### config.mk
export PLATFORM = sky130hd
export DESIGN_NAME = ccd_line_timer
export DESIGN_NICKNAME = d
export VERILOG_FILES = /design/src/rtl/ccd_seq_pkg.sv /design/src/rtl/ccd_cfg_check.sv /design/src/rtl/ccd_seq_fsm.sv /design/src/rtl/ccd_phase_out.sv /design/src/rtl/ccd_line_timer.sv
export SDC_FILE = /design/constraint.sdc
export NUM_CORES = 1
export LEC_CHECK = 0
export BUFFER_PORTS_ARGS = -buffer_cell sky130_fd_sc_hd__buf_2
export CORE_AREA = 5 5 208 210
export CTS_BUF_LIST = sky130_fd_sc_hd__clkbuf_8
export DETAILED_ROUTE_END_ITERATION = 7
export DIE_AREA = 0 0 213 215
export PLACE_DENSITY = 0.56
export SYNTH_ARGS = -nofsm -noshare
export SYNTH_HDL_FRONTEND = slang
export SYNTH_HIERARCHICAL = 1
export SYNTH_SLANG_ARGS = --single-unit
### constraint.sdc
create_clock -name clk -period 4.15 [get_ports clk]
set_input_delay 1.0375 -clock clk [delete_from_list [all_inputs] [get_ports clk]]
set_output_delay 1.0375 -clock clk [all_outputs]
set_load 0.02 [all_outputs]
### src/rtl/ccd_seq_pkg.sv
package ccd_seq_pkg;

    typedef enum logic [2:0] {
        ST_IDLE,
        ST_PRE_GUARD,
        ST_XFER,
        ST_POST_GUARD,
        ST_SHIFT_HI,
        ST_SHIFT_LO
    } seq_state_e;

    function automatic logic is_shifting(seq_state_e s);
        return (s == ST_SHIFT_HI) || (s == ST_SHIFT_LO);
    endfunction

endpackage

### src/rtl/ccd_cfg_check.sv
module ccd_cfg_check #(
    parameter int TW        = 8,
    parameter int PW        = 8,
    parameter int EW        = 16,
    parameter int KW        = 11,
    parameter int PRESCAN   = 4,
    parameter int SHORT_PIX = 512,
    parameter int LONG_PIX  = 1024,
    parameter int MIN_XFER  = 30,
    parameter int MIN_GUARD = 1,
    parameter int MIN_HALF  = 2,
    parameter int MIN_SHUT  = 20,
    parameter int MIN_GAP   = 10
) (
    input  logic          long_sel,
    input  logic          shut_en,
    input  logic [TW-1:0] guard_len,
    input  logic [TW-1:0] xfer_len,
    input  logic [TW-1:0] half_len,
    input  logic [TW-1:0] rst_len,
    input  logic [PW-1:0] post_cnt,
    input  logic [EW-1:0] shut_delay,
    input  logic [EW-1:0] shut_len,
    output logic [KW-1:0] shifts_total,
    output logic          cfg_ok
);
    localparam int RW = KW + TW + 1;
    localparam int SW = EW + 2;
    localparam int CW = ((RW > SW) ? RW : SW) + 1;

    logic [CW-1:0] readout_cyc;
    logic [CW-1:0] shut_end;
    logic          time_ok;
    logic          shut_ok;

    always_comb begin
        shifts_total = KW'(PRESCAN)
                     + (long_sel ? KW'(LONG_PIX) : KW'(SHORT_PIX))
                     + KW'(post_cnt);
        readout_cyc  = CW'(shifts_total) * CW'({half_len, 1'b0});
        shut_end     = CW'(shut_delay) + CW'(shut_len) + CW'(MIN_GAP);
        time_ok      = (xfer_len  >= TW'(MIN_XFER))
                    && (guard_len >= TW'(MIN_GUARD))
                    && (half_len  >= TW'(MIN_HALF))
                    && (rst_len   != '0)
                    && (rst_len   <  half_len);
        shut_ok      = !shut_en
                    || ((shut_len >= EW'(MIN_SHUT)) && (shut_end <= readout_cyc));
        cfg_ok       = time_ok && shut_ok;
    end

endmodule

### src/rtl/ccd_seq_fsm.sv
module ccd_seq_fsm
    import ccd_seq_pkg::*;
#(
    parameter int TW        = 8,
    parameter int EW        = 16,
    parameter int KW        = 11,
    parameter int UW        = 11,
    parameter int RW        = 20,
    parameter int OW        = 8,
    parameter int SHORT_PIX = 512,
    parameter int LONG_PIX  = 1024
) (
    input  logic          clk,
    input  logic          rst_n,
    input  logic          line_start,
    input  logic          cfg_ok,
    input  logic [KW-1:0] shifts_total,
    input  logic          long_sel,
    input  logic          reset_hold,
    input  logic          shut_en,
    input  logic [TW-1:0] guard_len,
    input  logic [TW-1:0] xfer_len,
    input  logic [TW-1:0] half_len,
    input  logic [TW-1:0] rst_len,
    input  logic [EW-1:0] shut_delay,
    input  logic [EW-1:0] shut_len,
    output seq_state_e    state,
    output logic [TW-1:0] ph_cnt,
    output logic [KW-1:0] shift_k,
    output logic [RW-1:0] shut_tm,
    output logic [TW-1:0] rl_q,
    output logic          hold_q,
    output logic          shen_q,
    output logic [EW-1:0] d_q,
    output logic [EW-1:0] len_q,
    output logic [UW-1:0] useful_q,
    output logic          cfg_err,
    output logic [OW-1:0] overrun_cnt
);
    seq_state_e    state_nx;
    logic [TW-1:0] ph_nx;
    logic [KW-1:0] k_nx;
    logic [RW-1:0] tm_nx;
    logic [TW-1:0] g_q, x_q, h_q;
    logic [KW-1:0] n_q;
    logic          accept, refuse, ignore;

    assign accept = (state == ST_IDLE) && line_start && cfg_ok;
    assign refuse = (state == ST_IDLE) && line_start && !cfg_ok;
    assign ignore = (state != ST_IDLE) && line_start;

    always_comb begin
        state_nx = state;
        ph_nx    = ph_cnt + TW'(1);
        k_nx     = shift_k;
        tm_nx    = shut_tm;
        if (is_shifting(state) && (shut_tm != '1)) begin
            tm_nx = shut_tm + RW'(1);
        end
        unique case (state)
            ST_IDLE: begin
                ph_nx = '0;
                if (accept) begin
                    state_nx = ST_PRE_GUARD;
                end
            end
            ST_PRE_GUARD: begin
                if (ph_cnt == g_q - TW'(1)) begin
                    state_nx = ST_XFER;
                    ph_nx    = '0;
                end
            end
            ST_XFER: begin
                if (ph_cnt == x_q - TW'(1)) begin
                    state_nx = ST_POST_GUARD;
                    ph_nx    = '0;
                end
            end
            ST_POST_GUARD: begin
                if (ph_cnt == g_q - TW'(1)) begin
                    state_nx = ST_SHIFT_HI;
                    ph_nx    = '0;
                    k_nx     = '0;
                    tm_nx    = '0;
                end
            end
            ST_SHIFT_HI: begin
                if (ph_cnt == h_q - TW'(1)) begin
                    state_nx = ST_SHIFT_LO;
                    ph_nx    = '0;
                end
            end
            ST_SHIFT_LO: begin
                if (ph_cnt == h_q - TW'(1)) begin
                    ph_nx = '0;
                    if (shift_k == n_q - KW'(1)) begin
                        state_nx = ST_IDLE;
                    end else begin
                        state_nx = ST_SHIFT_HI;
                        k_nx     = shift_k + KW'(1);
                    end
                end
            end
            default: begin
                state_nx = ST_IDLE;
                ph_nx    = '0;
            end
        endcase
    end

    always_ff @(posedge clk or negedge rst_n) begin
        if (!rst_n) begin
            state       <= ST_IDLE;
            ph_cnt      <= '0;
            shift_k     <= '0;
            shut_tm     <= '0;
            g_q         <= '0;
            x_q         <= '0;
            h_q         <= '0;
            n_q         <= '0;
            rl_q        <= '0;
            hold_q      <= 1'b0;
            shen_q      <= 1'b0;
            d_q         <= '0;
            len_q       <= '0;
            useful_q    <= '0;
            cfg_err     <= 1'b0;
            overrun_cnt <= '0;
        end else begin
            state   <= state_nx;
            ph_cnt  <= ph_nx;
            shift_k <= k_nx;
            shut_tm <= tm_nx;
            if (accept) begin
                g_q      <= guard_len;
                x_q      <= xfer_len;
                h_q      <= half_len;
                n_q      <= shifts_total;
                rl_q     <= rst_len;
                hold_q   <= reset_hold;
                shen_q   <= shut_en;
                d_q      <= shut_delay;
                len_q    <= shut_len;
                useful_q <= long_sel ? UW'(LONG_PIX) : UW'(SHORT_PIX);
                cfg_err  <= 1'b0;
            end else if (refuse) begin
                cfg_err  <= 1'b1;
            end
            if (ignore && (overrun_cnt != '1)) begin
                overrun_cnt <= overrun_cnt + OW'(1);
            end
        end
    end

endmodule

### src/rtl/ccd_phase_out.sv
module ccd_phase_out
    import ccd_seq_pkg::*;
#(
    parameter int TW      = 8,
    parameter int EW      = 16,
    parameter int KW      = 11,
    parameter int UW      = 11,
    parameter int IW      = 10,
    parameter int RW      = 20,
    parameter int PRESCAN = 4
) (
    input  logic          clk,
    input  logic          rst_n,
    input  seq_state_e    state,
    input  logic [TW-1:0] ph_cnt,
    input  logic [KW-1:0] shift_k,
    input  logic [RW-1:0] shut_tm,
    input  logic [TW-1:0] rl_q,
    input  logic          hold_q,
    input  logic          shen_q,
    input  logic [EW-1:0] d_q,
    input  logic [EW-1:0] len_q,
    input  logic [UW-1:0] useful_q,
    output logic          phi_p,
    output logic          phi_l1,
    output logic          phi_l2,
    output logic          phi_r,
    output logic          phi_a,
    output logic          pix_valid,
    output logic [IW-1:0] pix_idx,
    output logic          busy
);
    localparam int CW = ((RW > EW + 1) ? RW : EW + 1) + 1;

    logic          p_d, l2_d, r_d, a_d, v_d;
    logic          useful_shift;
    logic [CW-1:0] tm_x, a_lo, a_hi;

    always_comb begin
        useful_shift = (shift_k >= KW'(PRESCAN))
                    && (shift_k <  KW'(PRESCAN) + KW'(useful_q));
        tm_x = CW'(shut_tm);
        a_lo = CW'(d_q);
        a_hi = CW'(d_q) + CW'(len_q);
        p_d  = 1'b0;
        l2_d = 1'b0;
        r_d  = 1'b0;
        v_d  = 1'b0;
        unique case (state)
            ST_IDLE: begin
                r_d = 1'b0;
            end
            ST_PRE_GUARD, ST_POST_GUARD: begin
                r_d = hold_q;
            end
            ST_XFER: begin
                p_d = 1'b1;
                r_d = hold_q;
            end
            ST_SHIFT_HI: begin
                l2_d = 1'b1;
                r_d  = (ph_cnt < rl_q);
            end
            ST_SHIFT_LO: begin
                v_d = (ph_cnt == '0) && useful_shift;
            end
            default: begin
                r_d = 1'b0;
            end
        endcase
        a_d = shen_q && is_shifting(state) && (tm_x >= a_lo) && (tm_x < a_hi);
    end

    always_ff @(posedge clk or negedge rst_n) begin
        if (!rst_n) begin
            phi_p     <= 1'b0;
            phi_l1    <= 1'b1;
            phi_l2    <= 1'b0;
            phi_r     <= 1'b0;
            phi_a     <= 1'b0;
            pix_valid <= 1'b0;
            pix_idx   <= '0;
            busy      <= 1'b0;
        end else begin
            phi_p     <= p_d;
            phi_l1    <= !l2_d;
            phi_l2    <= l2_d;
            phi_r     <= r_d;
            phi_a     <= a_d;
            pix_valid <= v_d;
            busy      <= (state != ST_IDLE);
            if ((state == ST_PRE_GUARD) && (ph_cnt == '0)) begin
                pix_idx <= '0;
            end else if (v_d) begin
                pix_idx <= IW'(shift_k - KW'(PRESCAN));
            end
        end
    end

endmodule

### src/rtl/ccd_line_timer.sv
module ccd_line_timer
    import ccd_seq_pkg::*;
#(
    parameter int TW        = 8,
    parameter int PW        = 8,
    parameter int EW        = 16,
    parameter int OW        = 8,
    parameter int PRESCAN   = 4,
    parameter int SHORT_PIX = 512,
    parameter int LONG_PIX  = 1024,
    parameter int MIN_XFER  = 30,
    parameter int MIN_GUARD = 1,
    parameter int MIN_HALF  = 2,
    parameter int MIN_SHUT  = 20,
    parameter int MIN_GAP   = 10,
    localparam int KW = $clog2(PRESCAN + LONG_PIX + (1 << PW)),
    localparam int UW = $clog2(LONG_PIX + 1),
    localparam int IW = $clog2(LONG_PIX),
    localparam int RW = KW + TW + 1
) (
    input  logic          clk,
    input  logic          rst_n,
    input  logic          line_start,
    input  logic          long_sel,
    input  logic          reset_hold,
    input  logic          shut_en,
    input  logic [TW-1:0] guard_len,
    input  logic [TW-1:0] xfer_len,
    input  logic [TW-1:0] half_len,
    input  logic [TW-1:0] rst_len,
    input  logic [PW-1:0] post_cnt,
    input  logic [EW-1:0] shut_delay,
    input  logic [EW-1:0] shut_len,
    output logic          phi_p,
    output logic          phi_l1,
    output logic          phi_l2,
    output logic          phi_r,
    output logic          phi_a,
    output logic          pix_valid,
    output logic [IW-1:0] pix_idx,
    output logic          busy,
    output logic          cfg_err,
    output logic [OW-1:0] overrun_cnt
);
    logic [KW-1:0] shifts_total;
    logic          cfg_ok;
    seq_state_e    state;
    logic [TW-1:0] ph_cnt;
    logic [KW-1:0] shift_k;
    logic [RW-1:0] shut_tm;
    logic [TW-1:0] rl_q;
    logic          hold_q, shen_q;
    logic [EW-1:0] d_q, len_q;
    logic [UW-1:0] useful_q;

    ccd_cfg_check #(
        .TW(TW), .PW(PW), .EW(EW), .KW(KW), .PRESCAN(PRESCAN),
        .SHORT_PIX(SHORT_PIX), .LONG_PIX(LONG_PIX), .MIN_XFER(MIN_XFER),
        .MIN_GUARD(MIN_GUARD), .MIN_HALF(MIN_HALF), .MIN_SHUT(MIN_SHUT),
        .MIN_GAP(MIN_GAP)
    ) u_check (
        .long_sel(long_sel), .shut_en(shut_en), .guard_len(guard_len),
        .xfer_len(xfer_len), .half_len(half_len), .rst_len(rst_len),
        .post_cnt(post_cnt), .shut_delay(shut_delay), .shut_len(shut_len),
        .shifts_total(shifts_total), .cfg_ok(cfg_ok)
    );

    ccd_seq_fsm #(
        .TW(TW), .EW(EW), .KW(KW), .UW(UW), .RW(RW), .OW(OW),
        .SHORT_PIX(SHORT_PIX), .LONG_PIX(LONG_PIX)
    ) u_fsm (
        .clk(clk), .rst_n(rst_n), .line_start(line_start), .cfg_ok(cfg_ok),
        .shifts_total(shifts_total), .long_sel(long_sel),
        .reset_hold(reset_hold), .shut_en(shut_en), .guard_len(guard_len),
        .xfer_len(xfer_len), .half_len(half_len), .rst_len(rst_len),
        .shut_delay(shut_delay), .shut_len(shut_len), .state(state),
        .ph_cnt(ph_cnt), .shift_k(shift_k), .shut_tm(shut_tm), .rl_q(rl_q),
        .hold_q(hold_q), .shen_q(shen_q), .d_q(d_q), .len_q(len_q),
        .useful_q(useful_q), .cfg_err(cfg_err), .overrun_cnt(overrun_cnt)
    );

    ccd_phase_out #(
        .TW(TW), .EW(EW), .KW(KW), .UW(UW), .IW(IW), .RW(RW),
        .PRESCAN(PRESCAN)
    ) u_out (
        .clk(clk), .rst_n(rst_n), .state(state), .ph_cnt(ph_cnt),
        .shift_k(shift_k), .shut_tm(shut_tm), .rl_q(rl_q), .hold_q(hold_q),
        .shen_q(shen_q), .d_q(d_q), .len_q(len_q), .useful_q(useful_q),
        .phi_p(phi_p), .phi_l1(phi_l1), .phi_l2(phi_l2), .phi_r(phi_r),
        .phi_a(phi_a), .pix_valid(pix_valid), .pix_idx(pix_idx), .busy(busy)
    );

endmodule

==> impl_metrics.toml <==
[synthesis]
ys_types = 98
ys_ff_latch = 147
synth.largest_area_cell = "dfrtp_1"
synth_area_um2 = 14200
ys_warn_count = 6
async_reset_ff_share_pct = 100
ys_top_cells_by_area = "dfrtp_1 (26%), ha_1 (15%), fa_1 (7.9%), mux2_2 (6.3%), xnor2_1 (4.1%)"
seq_area_frac_synth_pct = 26.0
netlist.area_leader.share_pct = 25.8
syn_area_per_cell_um2 = 9.58
syn_inst = 1479
synth_ff_type = "dfrtp_1"
synth_edf_count = 0

[detailed_routing]
drt-pass1-iter-count = 5
postRouteAntennaNets = 0
num_vias = 11600
wl_um = 36900
detail_route.wl_per_cell_um = 15.9
via_per_inst = 5.02
drt-initial-drc-count = 435
drc = 0

[global_route]
top_usage_layer = "met2"
overflow = 0
grt_use_total_pct = 16.3
grt_max_degree = 74
met1_usage_pct = 21.9
grt_pass1_vias = 12100
met3_usage_pct = 2.23
antenna_found_initial = 0
grtUsageMet2_pct = 26.9
grt_pass1_wl_um = 61300

[place]
gp_congestion = 0.902
io_buffer_count = 103
dp_hpwl_um = 29400

[pwr]
p_total_w = 0.0102
p_per_area_nw_per_um2 = 573
p_leak_nw = 8.73
p_int_w = 0.00583
pwr-share-clk_pct = 12.4
p_comb_share_pct = 63.2
power.switching_w = 0.00433
p_seq_share_pct = 24.4
switching_share_pct = 42.6
vdd_drop_max_v = 0.000257

[sta]
layout_setup_ws_ns = -2.71
period_share_pct = 165
fin_skew_ns = 0.0159
max_clock_freq_mhz = 146
setup_viol = 81
tightest_slew_ns = 0.845
fin_crit_ns = 6.86
rsz0062_at_grt = "true"
slew_viol_final = 0
hold_viol = 0
hold_slack_ns = 0.431
max_slew_margin_pct = 43.2
tns_ns = -216.68

[floorplanning]
die_h_um = 215
die_w_um = 213
fp-row-count = 75
die_area_um2 = 45800
start_util_pct = 34.2
io_pins = 104
coreArea_um2 = 41400

[finish]
area_delta_synth_final_pct = 25.2
drive_above_1_share_pct = 28.7
layout.nets = 2065
fillers = 4009

[status]
violations = "setup timing"
outcome = "finished with violations"

[worst_setup_path]
crit_top_cell = "fa_1"
max_stage_delay_ns = 0.56
worstPathMaxFanout = 12
critical_path_required_ns = 4.51
path_class = "in -> reg"
slowest_stage = "fa_1"
critPathArrivalTime_ns = 7.22
cp-end-kind = "flip-flop"
worstSetupStartpointType = "input pin"

[clocking]
clock_path_buffers = 2
insertion_delay_ns = 0.48
cts-root-buf = "clkbuf_8"
cts_made_buffers = 17
clk_pin_slew_ns = 0.09
hold_buffers = 0
htree_levels = 4
cts_sinks = 147
cts_tree = "built"

[hold_path]
hold_class = "in -> async"

[run]
cap_violations = 0
-- power by group through the flow --
| stage | clock [W] | sequential, W | combinational, W |
|---|---|---|---|
| 3_3_place_gp | 0 | 0.00248 | 0.00599 |
| 5_1_grt | 0.00135 | 0.00256 | 0.00722 |
| 6_report | 0.00126 | 0.00248 | 0.00642 |
| 2_1_floorplan | 0 | 0.00233 | 0.00456 |
| 4_1_cts | 0.00130 | 0.00248 | 0.00638 |
| 3_5_place_dp | 0 | 0.00250 | 0.00615 |
-- synth_stat cells, types with 8 or more instances --
library cell,number
a211oi_1,15
a21o_1,30
a21oi_1,54
and2_1,36
and3_1,13
buf_4,13
clkbuf_1,22
dfrtp_1,146
fa_1,56
ha_1,169
inv_1,147
mux2_2,79
nand2_1,73
nand2b_1,12
nand3_1,42
nand3_2,11
nand4_1,27
nor2_1,112
nor2b_1,25
nor3_1,28
nor4_1,13
o211ai_1,8
o21a_1,13
o21ai_0,38
o21ai_1,12
o21ai_2,9
or3_1,9
xnor2_1,67
xor2_1,57
-- cell usage in the layout, fill, tap and decap left out, types with 7 or more instances in the layout --
master / instances
a211oi_1: 15
a21o_1: 30
a21oi_1: 50
and2_1: 35
and3_1: 13
buf_12: 8
buf_2: 99
buf_4: 183
clkbuf_8: 17
conb_1: 11
dfrtp_1: 146
fa_1: 53
ha_1: 162
ha_4: 7
inv_1: 141
inv_2: 8
mux2_2: 38
mux2_4: 42
nand2_1: 70
nand2b_1: 12
nand3_1: 36
nand3_2: 14
nand4_1: 27
nor2_1: 106
nor2b_1: 25
nor3_1: 25
nor4_1: 13
o211ai_1: 8
o21a_1: 13
o21ai_0: 32
o21ai_1: 17
o21ai_2: 10
or3_1: 9
xnor2_1: 65
xor2_1: 55
-- worst max-delay path: cells and delay by family --
kind | cells | cell delay [ns]
AO/OA/AOI/OAI | 6 | 1.28
XOR/XNOR | 2 | 0.39
adder cells (fa/ha/maj) | 7 | 2.66
buffers and inverters | 5 | 0.51
multiplexers | 1 | 0.33
AND/OR/NAND/NOR | 8 | 1.01
-- cells by family (layout without fill, tap and decap cells) --
logic type	Yosys count	in the layout	share of synthesized area, %
mux	87	87	6.89
flops	147	147	26.0
compound gates	256	256	13.3
other cells	3	13	0.0795
simple gates	442	442	17.0
fa+ha+maj	225	225	22.8
buf+inv	193	481	5.88
xor+xnor	126	126	7.99
-- metal layers --
layer,share of wire [%],vias to the layer above
met2,48,159
li1,-,5762
met3,2.6,56
met4,2.9,0
met5,0,-
met1,46,5660
-- final timing paths --
kind                                                 from                                to  slack [ns]  cells past startpoint
worst max-delay path                          post_cnt[2]          u_fsm/n_q[6]$_DFFE_PN0P_       -2.71                     29
worst min-delay path                                rst_n  u_fsm/overrun_cnt[0]$_DFFE_PN0P_        0.43                      1
worst max register to register   u_fsm/d_q[0]$_DFFE_PN0P_             u_out/phi_a$_DFF_PN0_        0.41                     17
worst min register to register  u_fsm/cfg_err$_DFFE_PN0P_         u_fsm/cfg_err$_DFFE_PN0P_        0.49                      2
max in group asynchronous                           rst_n      u_out/pix_idx[3]$_DFFE_PN0P_        2.83                      2
min in group clk                u_fsm/cfg_err$_DFFE_PN0P_         u_fsm/cfg_err$_DFFE_PN0P_        0.49                      2
-- registers in the layout, indices dropped and copies added, names as in the netlist, 3 cells and up --
name,cells
u_fsm/state,3
u_fsm/d_q,16
u_fsm/g_q,8
u_out/pix_idx,10
u_fsm/h_q,8
u_fsm/len_q,16
u_fsm/rl_q,8
u_fsm/shift_k,11
u_fsm/shut_tm,20
u_fsm/ph_cnt,8
u_fsm/n_q,11
u_fsm/x_q,8
u_fsm/overrun_cnt,8
-- area by class of cell --
class	instances	area (um2)	share of cell area [%]
diodes	2	5.00	0.0282
multi-input cells	1147	10200	57.3
clock inverters	15	205	1.16
clock buffers	17	234	1.32
flip-flops and latches	147	3680	20.7
repair buffers	300	2210	12.5
inverters	149	559	3.15
well taps	539	674	3.80
-- metrics by stage --
| stage | instance area [um2] | instances | setup WS, ns | utilization, % |
|---|---|---|---|---|
| after global placement | 16800 | 2261 | -3.15 | 40.6 |
| after detailed placement | 16800 | 2261 | -3.32 | 40.6 |
| after floorplan | 14600 | 1487 | -2.68 | - |
| after global routing | 17700 | 2314 | -2.98 | 42.9 |
| final | 17700 | 2316 | -2.71 | 42.9 |
| after CTS | 17700 | 2311 | -2.72 | 42.8 |
-- repair_timing --
item / 4_1_cts / 5_1_grt
buffers inserted: 14 / 8
pin swaps: 11 / 33
cloned: 5 / 1
gates resized for setup: 55 / 21
setup endpoints to repair: 81 / 81
Power figures use the tool's default switching activity.
